### src/rtl/cfg_seq_pkg.sv
package cfg_seq_pkg;

    typedef enum logic [2:0] {
        ST_IDLE,
        ST_RESET,
        ST_HKEEP,
        ST_GAP,
        ST_STREAM,
        ST_VERIFY,
        ST_WAKE
    } seq_state_e;

    typedef enum logic [1:0] {
        ERR_NONE    = 2'd0,
        ERR_RESET   = 2'd1,
        ERR_NOTDONE = 2'd2,
        ERR_UNSUP   = 2'd3
    } seq_err_e;

endpackage

### src/rtl/cfg_sync.sv
module cfg_sync #(
    parameter int STAGES = 2
) (
    input  logic clk,
    input  logic rst_n,
    input  logic async_i,
    output logic sync_o
);
    logic [STAGES-1:0] chain_d, chain_q;

    always_comb begin
        chain_d = {chain_q[STAGES-2:0], async_i};
    end

    always_ff @(posedge clk or negedge rst_n) begin
        if (!rst_n) chain_q <= '0;
        else        chain_q <= chain_d;
    end

    assign sync_o = chain_q[STAGES-1];
endmodule

### src/rtl/spi_byte_tx.sv
module spi_byte_tx #(
    parameter int DIV = 2
) (
    input  logic       clk,
    input  logic       rst_n,
    input  logic       load_i,
    input  logic [7:0] byte_i,
    output logic       idle_o,
    output logic       sclk_o,
    output logic       mosi_o
);
    localparam int DW = $clog2(DIV) + 1;
    localparam logic [DW-1:0] DIV_LAST = DW'(DIV - 1);

    typedef struct packed {
        logic          active;
        logic          sclk;
        logic [7:0]    sh;
        logic [2:0]    bits;
        logic [DW-1:0] div;
    } tx_regs_t;

    tx_regs_t r_d, r_q;

    always_comb begin
        r_d = r_q;
        if (!r_q.active) begin
            if (load_i) begin
                r_d.active = 1'b1;
                r_d.sh     = byte_i;
                r_d.bits   = '0;
                r_d.div    = '0;
                r_d.sclk   = 1'b0;
            end
        end else if (r_q.div == DIV_LAST) begin
            r_d.div  = '0;
            r_d.sclk = ~r_q.sclk;
            if (r_q.sclk) begin
                // falling edge: next bit or end of byte
                if (r_q.bits == 3'd7) begin
                    r_d.active = 1'b0;
                end else begin
                    r_d.sh   = {r_q.sh[6:0], 1'b0};
                    r_d.bits = r_q.bits + 3'd1;
                end
            end
        end else begin
            r_d.div = r_q.div + 1'b1;
        end
    end

    always_ff @(posedge clk or negedge rst_n) begin
        if (!rst_n) r_q <= '0;
        else        r_q <= r_d;
    end

    assign idle_o = !r_q.active;
    assign sclk_o = r_q.sclk;
    assign mosi_o = r_q.sh[7];

    // mode 0, data held while the clock is high
    a_r4_mosi_hold: assert property (@(posedge clk) disable iff (!rst_n)
        (sclk_o && $past(sclk_o)) |-> $stable(mosi_o));

    // clock returns low at the end of every byte
    a_r4_idle_low: assert property (@(posedge clk) disable iff (!rst_n)
        idle_o |-> !sclk_o);
endmodule

### src/rtl/fpga_cfg_seq.sv
module fpga_cfg_seq
    import cfg_seq_pkg::*;
#(
    parameter int CLK_HZ      = 100_000_000,
    parameter int SCLK_DIV    = 2,
    parameter int RESET_NS    = 200,
    parameter int HKEEP_US    = 1200,
    parameter int WAKE_BITS   = 49,
    parameter int SYNC_STAGES = 2
) (
    input  logic       clk,
    input  logic       rst_n,
    input  logic       start_i,
    input  logic       partial_i,
    input  logic [7:0] img_data_i,
    input  logic       img_valid_i,
    input  logic       img_last_i,
    output logic       img_ready_o,
    output logic       tgt_rst_n_o,
    output logic       tgt_cs_n_o,
    output logic       tgt_sclk_o,
    output logic       tgt_mosi_o,
    input  logic       tgt_done_i,
    output logic       busy_o,
    output logic       done_o,
    output logic [1:0] err_o
);
    localparam longint RST_CYC_L = (longint'(RESET_NS) * longint'(CLK_HZ) + 64'd999_999_999) / 64'd1_000_000_000;
    localparam int     RST_CYC   = (RST_CYC_L < 1) ? 1 : int'(RST_CYC_L);
    localparam int     HK_CYC    = int'((longint'(HKEEP_US) * longint'(CLK_HZ) + 64'd999_999) / 64'd1_000_000);
    localparam int     WAKE_BYTES = (WAKE_BITS + 7) / 8;
    localparam int     CNT_MAX   = (HK_CYC > RST_CYC) ? ((HK_CYC > WAKE_BYTES) ? HK_CYC : WAKE_BYTES)
                                                      : ((RST_CYC > WAKE_BYTES) ? RST_CYC : WAKE_BYTES);
    localparam int     CW        = $clog2(CNT_MAX + 1) + 1;
    localparam int     DONE_CHK  = SYNC_STAGES + 1;
    localparam logic [CW-1:0] RST_LAST  = CW'(RST_CYC - 1);
    localparam logic [CW-1:0] HK_LAST   = CW'(HK_CYC - 1);
    localparam logic [CW-1:0] HK_CHK    = CW'(DONE_CHK);
    localparam logic [CW-1:0] WAKE_LAST = CW'(WAKE_BYTES);

    // SCLK = CLK_HZ / (2*SCLK_DIV) must lie in 1..25 MHz
    if (longint'(CLK_HZ) > 64'd50_000_000 * longint'(SCLK_DIV) ||
        longint'(CLK_HZ) < 64'd2_000_000 * longint'(SCLK_DIV)) begin : g_bad_div
        $error("fpga_cfg_seq: SCLK_DIV gives an SPI clock outside 1..25 MHz");
    end
    if (HK_CYC <= DONE_CHK) begin : g_bad_hk
        $error("fpga_cfg_seq: housekeeping window shorter than done check point");
    end

    typedef struct packed {
        seq_state_e    st;
        logic [CW-1:0] cnt;
        logic          last_seen;
        logic          done_p;
        seq_err_e      err;
    } seq_regs_t;

    seq_regs_t r_d, r_q;
    logic      done_s;
    logic      tx_idle, tx_load;
    logic [7:0] tx_byte;
    logic      ready;

    cfg_sync #(.STAGES(SYNC_STAGES)) u_done_sync (
        .clk(clk), .rst_n(rst_n), .async_i(tgt_done_i), .sync_o(done_s)
    );

    spi_byte_tx #(.DIV(SCLK_DIV)) u_tx (
        .clk(clk), .rst_n(rst_n), .load_i(tx_load), .byte_i(tx_byte),
        .idle_o(tx_idle), .sclk_o(tgt_sclk_o), .mosi_o(tgt_mosi_o)
    );

    assign ready = (r_q.st == ST_STREAM) && tx_idle && !r_q.last_seen;

    always_comb begin
        r_d        = r_q;
        r_d.done_p = 1'b0;
        tx_load    = 1'b0;
        tx_byte    = img_data_i;
        case (r_q.st)
            ST_IDLE: begin
                if (start_i) begin
                    if (partial_i) begin
                        r_d.err = ERR_UNSUP;
                    end else begin
                        r_d.err = ERR_NONE;
                        r_d.st  = ST_RESET;
                        r_d.cnt = '0;
                    end
                end
            end
            ST_RESET: begin
                if (r_q.cnt == RST_LAST) begin
                    r_d.st  = ST_HKEEP;
                    r_d.cnt = '0;
                end else begin
                    r_d.cnt = r_q.cnt + 1'b1;
                end
            end
            ST_HKEEP: begin
                if (r_q.cnt == HK_CHK && done_s) begin
                    r_d.st  = ST_IDLE;
                    r_d.err = ERR_RESET;
                end else if (r_q.cnt == HK_LAST) begin
                    r_d.st  = ST_GAP;
                    r_d.cnt = '0;
                end else begin
                    r_d.cnt = r_q.cnt + 1'b1;
                end
            end
            ST_GAP: r_d.st = ST_STREAM;
            ST_STREAM: begin
                tx_load = img_valid_i && ready;
                if (tx_load && img_last_i) r_d.last_seen = 1'b1;
                if (r_q.last_seen && tx_idle) begin
                    r_d.st        = ST_VERIFY;
                    r_d.last_seen = 1'b0;
                end
            end
            ST_VERIFY: begin
                if (done_s) begin
                    r_d.st  = ST_WAKE;
                    r_d.cnt = '0;
                end else begin
                    r_d.st  = ST_IDLE;
                    r_d.err = ERR_NOTDONE;
                end
            end
            ST_WAKE: begin
                tx_byte = '0;
                if (tx_idle) begin
                    if (r_q.cnt == WAKE_LAST) begin
                        r_d.st     = ST_IDLE;
                        r_d.done_p = 1'b1;
                    end else begin
                        tx_load = 1'b1;
                        r_d.cnt = r_q.cnt + 1'b1;
                    end
                end
            end
            default: r_d.st = ST_IDLE;
        endcase
    end

    always_ff @(posedge clk or negedge rst_n) begin
        if (!rst_n) r_q <= '{st: ST_IDLE, cnt: '0, last_seen: 1'b0, done_p: 1'b0, err: ERR_NONE};
        else        r_q <= r_d;
    end

    assign img_ready_o = ready;
    assign tgt_rst_n_o = (r_q.st != ST_RESET);
    assign tgt_cs_n_o  = (r_q.st == ST_IDLE) || (r_q.st == ST_GAP);
    assign busy_o      = (r_q.st != ST_IDLE);
    assign done_o      = r_q.done_p;
    assign err_o       = r_q.err;

    // reset never low without select low
    a_r1_rst_with_cs: assert property (@(posedge clk) disable iff (!rst_n)
        !tgt_rst_n_o |-> !tgt_cs_n_o);
    // no clock activity while deselected
    a_r4_sclk_needs_cs: assert property (@(posedge clk) disable iff (!rst_n)
        tgt_cs_n_o |-> !tgt_sclk_o);
    // ready only with an empty shifter
    a_r5_ready_quiet: assert property (@(posedge clk) disable iff (!rst_n)
        img_ready_o |-> (!tgt_sclk_o && !tgt_cs_n_o));
    // done lasts one cycle and ends the run
    a_r7_done_pulse: assert property (@(posedge clk) disable iff (!rst_n)
        done_o |-> (!busy_o && err_o == ERR_NONE) ##1 !done_o);
    // partial request refused without starting
    a_r8_partial: assert property (@(posedge clk) disable iff (!rst_n)
        (start_i && partial_i && !busy_o) |=> (err_o == ERR_UNSUP && !busy_o && tgt_cs_n_o));
    // pins parked while idle
    a_r9_idle_pins: assert property (@(posedge clk) disable iff (!rst_n)
        !busy_o |-> (tgt_rst_n_o && tgt_cs_n_o && !tgt_sclk_o));
    // full start clears error and goes busy
    a_r10_start: assert property (@(posedge clk) disable iff (!rst_n)
        (start_i && !partial_i && !busy_o) |=> (busy_o && err_o == ERR_NONE));
endmodule

### config.mk
export PLATFORM = sky130hd
export DESIGN_NAME = fpga_cfg_seq
export DESIGN_NICKNAME = d
export VERILOG_FILES = /design/src/rtl/cfg_seq_pkg.sv /design/src/rtl/cfg_sync.sv /design/src/rtl/spi_byte_tx.sv /design/src/rtl/fpga_cfg_seq.sv
export SDC_FILE = /design/constraint.sdc
export NUM_CORES = 1
export LEC_CHECK = 0
export BUFFER_PORTS_ARGS = -buffer_cell sky130_fd_sc_hd__buf_2
export CORE_MARGIN = 5
export CORE_UTILIZATION = 32
export DETAILED_ROUTE_END_ITERATION = 8
export PLACE_DENSITY = 0.51
export SYNTH_ARGS = -nofsm -noshare
export SYNTH_HDL_FRONTEND = slang
export SYNTH_HIERARCHICAL = 1
export SYNTH_SLANG_ARGS = --single-unit
### constraint.sdc
create_clock -name clk -period 2.6 [get_ports clk]
set_input_delay 0 -clock clk [delete_from_list [all_inputs] [get_ports clk]]
set_output_delay 0 -clock clk [all_outputs]
set_load 0.005 [all_outputs]
# Yosys cells after proc, flatten, opt, wreduce, memory -nomap -nowiden
# Index checks and enable logic that the tools add are counted.
dict set report totals {
  output_inout_bits 9
  inputBits 15
  register_bits 42
  word_cells 102
}
dict set report op_classes {
  n_bitwise 1
  reduce_logical 21
  add_sub_neg 3
  mux 38
  n_eq_ne 28
}
# cell n
set ops {}
lappend ops {{18-bit two-way mux} 5}
lappend ops {{18-bit one-hot mux with 5 select lines} 1}
lappend ops {{21-bit two-way mux} 3}
lappend ops {{15-bit two-way mux} 2}
lappend ops {{2-bit != test (second input constant)} 12}
lappend ops {{11-bit two-way mux} 2}
lappend ops {{3-bit one-hot mux with 7 select lines} 1}
lappend ops {{18-bit by 1-bit adder with 18-bit output (second input constant)} 1}
lappend ops {{18-bit by 17-bit == test with 1-bit output (second input constant)} 1}
lappend ops {{18-bit by 2-bit == test with 1-bit output (second input constant)} 1}
lappend ops {{18-bit by 3-bit == test with 1-bit output (second input constant)} 1}
lappend ops {{18-bit by 5-bit == test with 1-bit output (second input constant)} 1}
lappend ops {{3-bit two-way mux} 6}
lappend ops {{7-bit AND reduction} 2}
lappend ops {{13-bit two-way mux} 1}
lappend ops {{3-bit == test (second input constant)} 4}
lappend ops {{2-bit two-way mux} 5}
lappend ops {{1-bit two-way mux} 9}
lappend ops {{8-bit two-way mux} 1}
lappend ops {{4-bit AND reduction} 2}
lappend ops {{3-bit by 2-bit == test with 1-bit output (second input constant)} 2}
lappend ops {{1-bit logical AND} 6}
lappend ops {{2-bit one-hot mux with 3 select lines} 1}
lappend ops {{3-bit nonzero test} 2}
lappend ops {{other kinds (15)} 19}

# Depth between registers and ports, before layout
dict set report logic_depth {
  ltp_word 7
  mapped_depth 11
  mapped_depth_nobuf 9
}

# Modules after synthesis
# The synthesis kept the hierarchy.
# mod cells_each n_inst area_each_um2 seq_area_each_um2
set modules_own_cells {}
lappend modules_own_cells {fpga_cfg_seq 224 1 1958.1 625.6}
lappend modules_own_cells {spi_byte_tx 63 1 759.5 375.4}
lappend modules_own_cells {cfg_sync 2 1 50.0 50.0}

# Worst setup path before layout
# OpenSTA, ideal clock, no wires.
dict set report synth_path {
  path_kind {register to register}
  startpoint {register, netlist name r_q[4]}
  endpoint {register u_tx.r_q, in the netlist u_tx/mosi_o}
  required_time_ps 2475
  setup_slack_ps 175
  t_arrival_ps 2300
  setup_ps 125
  stages_incl_launch_ff 12
  path_buffers 2
  synth_period_minus_slack_ps 2425
  path_cell_list {dfrtp_1 ha_1 nor3b_1 nand4_2 nor3_1 a2bb2oi_1 nor2_1 nor2b_1 clkbuf_2 a21o_1 buf_6 mux2_4}
}
# element line_no
set synth_lines {}
lappend synth_lines {{to (signal assigned)} spi_byte_tx.sv:54} ;# else r_q <= r_d;
lappend synth_lines {{to (decl)} spi_byte_tx.sv:23} ;# tx_regs_t r_d, r_q;

==> summary.txt <==
Detail Placement HPWL -> 4.99 mm
TritonCTS clock tree -> done
End of the worst hold path -> u_tx/r_q[5]
Synthesis-stage register bit count -> 42
Design Power -> 0.00272 W
I/O pins -> 24
Layout cell share with drive strength beyond 1 -> 0.275
RSZ-0062 raised after global routing -> false
Gr busiest metal -> met2
Synth-to-layout area growth -> 16.5%
Final antenna-violating net count -> 0
Initial antenna violation count -> 0
Mux share of post-synthesis cell area -> 0.0457
Average wire per standard cell -> 15.6 um
Pwr dens -> 843 nW/um^2
Status -> completed
RR Endpoint -> u_tx/mosi_o
Die height -> 103 um
Max clock buf depth -> 2
Max-Cap Viols -> 0
Primary FF master, synth -> dfrtp_1
Largest family of logic cells by synthesized area -> simple AND/OR/NAND/NOR gates
Router iterations before antenna repair -> 5
DIE WIDTH -> 103 um
Total setup buffers inserted after CTS -> 0
Area share of fa/ha/maj cells after synthesis -> 0.0136
HP Class -> primary input to flop
H-tree levels -> 2
Clk slew on worst S/H paths -> 0.08 ns
Met2 usage -> 0.222
Worst Min Path Start -> img_data_i[0]
Post-synth EDFFs -> 0
Num CTS Buffers -> 5
Reg2Reg Depth -> 9
Unique masters post-synth -> 57
Worst Hold Depth -> 4
Total GRT Usage -> 0.138
Worst EP arrival -> 2.64 ns
Net Count, Synth -> 307
Clock Latency Late Sink -> 0.29 ns
Layout Cell Area excl Fill -> 3230 um^2
Crit end category -> flop
R2R Setup Slk -> 0.14 ns
M3 GR Usage -> 0.0237
Pins Over Slew Limit -> 0
Final setup fails -> 0
Area of the mapped netlist -> 2770 um^2
Remaining global-route overflow -> 0
Core area -> 8590 um^2
CP Class -> flop to flop
Via Count -> 2,350
Cell Area, Placed -> 3090 um^2
Fmax -> 406 MHz
DIE AREA -> 10,600 um^2
XOR/XNOR Fraction of Synth Area -> 0
Hold WS -> 0.0569 ns
Rel. slew slack -> 0.348
DRC Markers -> 0
Ant. Diodes -> 0
Worst-margin pin slew -> 0.978 ns
WL final -> 6.83 mm
Final Hold Fails -> 0
Effective utilization at floorplan -> 0.322
Register area share after synthesis -> 0.380
DR vias/cell -> 5.35
CP Launch Type -> flop
Ys Warns -> 6
Period minus WS final -> 2.46 ns
Met1 GRT Util -> 0.190
Pleak -> 1.34 nW
VDD IR max -> 0.394 mV
Max FO, Critical Path -> 9
Gate Count Post-Synth -> 289
GPL Wtd Cong -> 0.747
First-pass GRT wire length -> 11.7 mm
Fraction of registers with async set/reset -> 1.00
Synth Area in Simple Gates -> 0.264
Origin of the critical flop-to-flop path -> r_q[4]
Max Clock Skew -> 0.00416 ns
CTS root buffer -> clkbuf_8
Syn Area/Cell -> 9.58 um^2
Compound-Gate Fraction of Synth Area -> 0.234
CP Data Required Time -> 2.78 ns
Pin count of the biggest net entering global routing -> 43
Tcrit/Tclk final -> 0.947
Starting DRT DRC Count -> 69
# rows -> 34
Port-buffer cells -> 23
Nets -> 348
CTS sink cnt -> 42
Vias in the first global route -> 2,378
## cell usage after synthesis (4+ instances only)
master | instances | share of area
nor2_1 | 12 | 0.016
or3_1 | 8 | 0.018
nand2_1 | 23 | 0.031
or2_2 | 6 | 0.014
nand2b_1 | 7 | 0.016
and2_1 | 10 | 0.023
o21ai_0 | 14 | 0.025
nor2b_1 | 5 | 0.011
clkbuf_1 | 7 | 0.0095
inv_1 | 11 | 0.015
nor3_1 | 9 | 0.016
o211ai_2 | 8 | 0.036
a21oi_1 | 7 | 0.013
a22o_1 | 7 | 0.022
mux2_4 | 7 | 0.038
nand3_1 | 25 | 0.045
dfrtp_1 | 42 | 0.38
o221ai_1 | 13 | 0.041
buf_2 | 4 | 0.0072
o211ai_1 | 10 | 0.027
buf_6 | 4 | 0.016
## cell usage in the layout (no fill, tap or decap), types with 2 or more instances in the layout
master	instances
clkbuf_8	6
or2_2	6
o211ai_1	10
or3_1	8
inv_1	11
buf_4	27
nor2_1	12
nand2b_1	7
nand4_1	3
nor4_1	2
nand2_1	23
nor2b_1	4
nor3b_1	2
a31oi_1	2
and4_1	2
o211ai_2	8
nand3_1	25
dfrtp_1	42
buf_2	23
a21oi_1	7
nor3_1	9
nor4_4	2
nor3b_2	2
mux2_4	7
ha_1	3
a22oi_1	2
dlygate4sd3_1	4
and2_1	10
o221ai_1	13
o31a_1	2
a22o_1	7
o21ai_0	14
## worst max-delay path by stage
| stage | cells after the start | from | slack (ns) | end |
|---|---|---|---|---|
| 2_1_floorplan | 11 | r_q[4] | 0.17 | u_tx/mosi_o |
| 3_3_place_gp | 9 | r_q[4] | 0.04 | u_tx/r_q[6] |
| 3_5_place_dp | 9 | r_q[4] | -0.008 | u_tx/mosi_o |
| 4_1_cts | 9 | r_q[4] | 0.05 | u_tx/mosi_o |
| 5_1_grt | 8 | r_q[12] | 0.008 | u_tx/r_q[10] |
| 6_report | 9 | r_q[4] | 0.14 | u_tx/mosi_o |
## report_power, final
| part | total (W) | switching (W) | leakage (nW) | internal, W |
|---|---|---|---|---|
| combinational | 0.00137 | 0.000823 | 0.735 | 0.000547 |
| sequential | 0.000911 | 0.000117 | 0.561 | 0.000795 |
| clock | 0.000437 | 0.000223 | 0.0482 | 0.000215 |
| total | 0.00272 | 0.00116 | 1.34 | 0.00156 |
## critical path, stage by stage, from the launching register on
cell       delay [ns]
dfrtp_1          0.41
ha_1             0.21
nor3b_2          0.17
nand4_2          0.11
nor3_1           0.07
a2bb2oi_1        0.14
nor2_1           0.12
nor2b_2          0.36
a21o_1           0.42
mux2_4           0.34
## registers in the layout, summed over array words and instances (netlist names)
name                 cells
err_o                    2
done_o                   1
u_tx/mosi_o              1
u_done_sync/chain_q      2
u_tx/sclk_o              1
r_q                     22
u_tx/r_q                13
## cell type report
| type | instances | area [um^2] |
|---|---|---|
| inverters | 11 | 41.3 |
| multi-input cells | 216 | 1550 |
| repair buffers | 54 | 358 |
| flip-flops and latches | 42 | 1050 |
| clock buffers | 7 | 86.3 |
| clock inverters | 1 | 5.00 |
| fillers | 886 | 5370 |
| well taps | 108 | 135 |
## per-stage QoR
step | utilization | TNS [ns] | instances | worst slack [ns]
after CTS | 0.375 | 0 | 439 | 0.0542
final | 0.375 | 0 | 439 | 0.138
after floorplan | - | 0 | 289 | 0.175
after global placement | 0.359 | 0 | 427 | 0.0394
after global routing | 0.375 | 0 | 439 | 0.00839
after detailed placement | 0.359 | -0.0231 | 427 | -0.00843
## logic make-up after synthesis
| kind of cell | Yosys count |
|---|---|
| DFF | 42 |
| muxes | 9 |
| and+or+nand+nor | 126 |
| adders and majority gates | 3 |
| buffers and inverters | 31 |
| AOI/OAI and AO/OA | 78 |
## routing by layer
metal	vias to the layer above	part of all wire
met5	-	0
met4	0	0.012
met3	7	0.042
met2	40	0.46
met1	1130	0.48
li1	1173	-
## what timing repair did
item                       CTS  global route
setup endpoints to repair    7             7
hold buffers                 4             0
hold endpoints to repair    44             0
gates resized for setup      1             1
(Power assumes the default switching activity.)
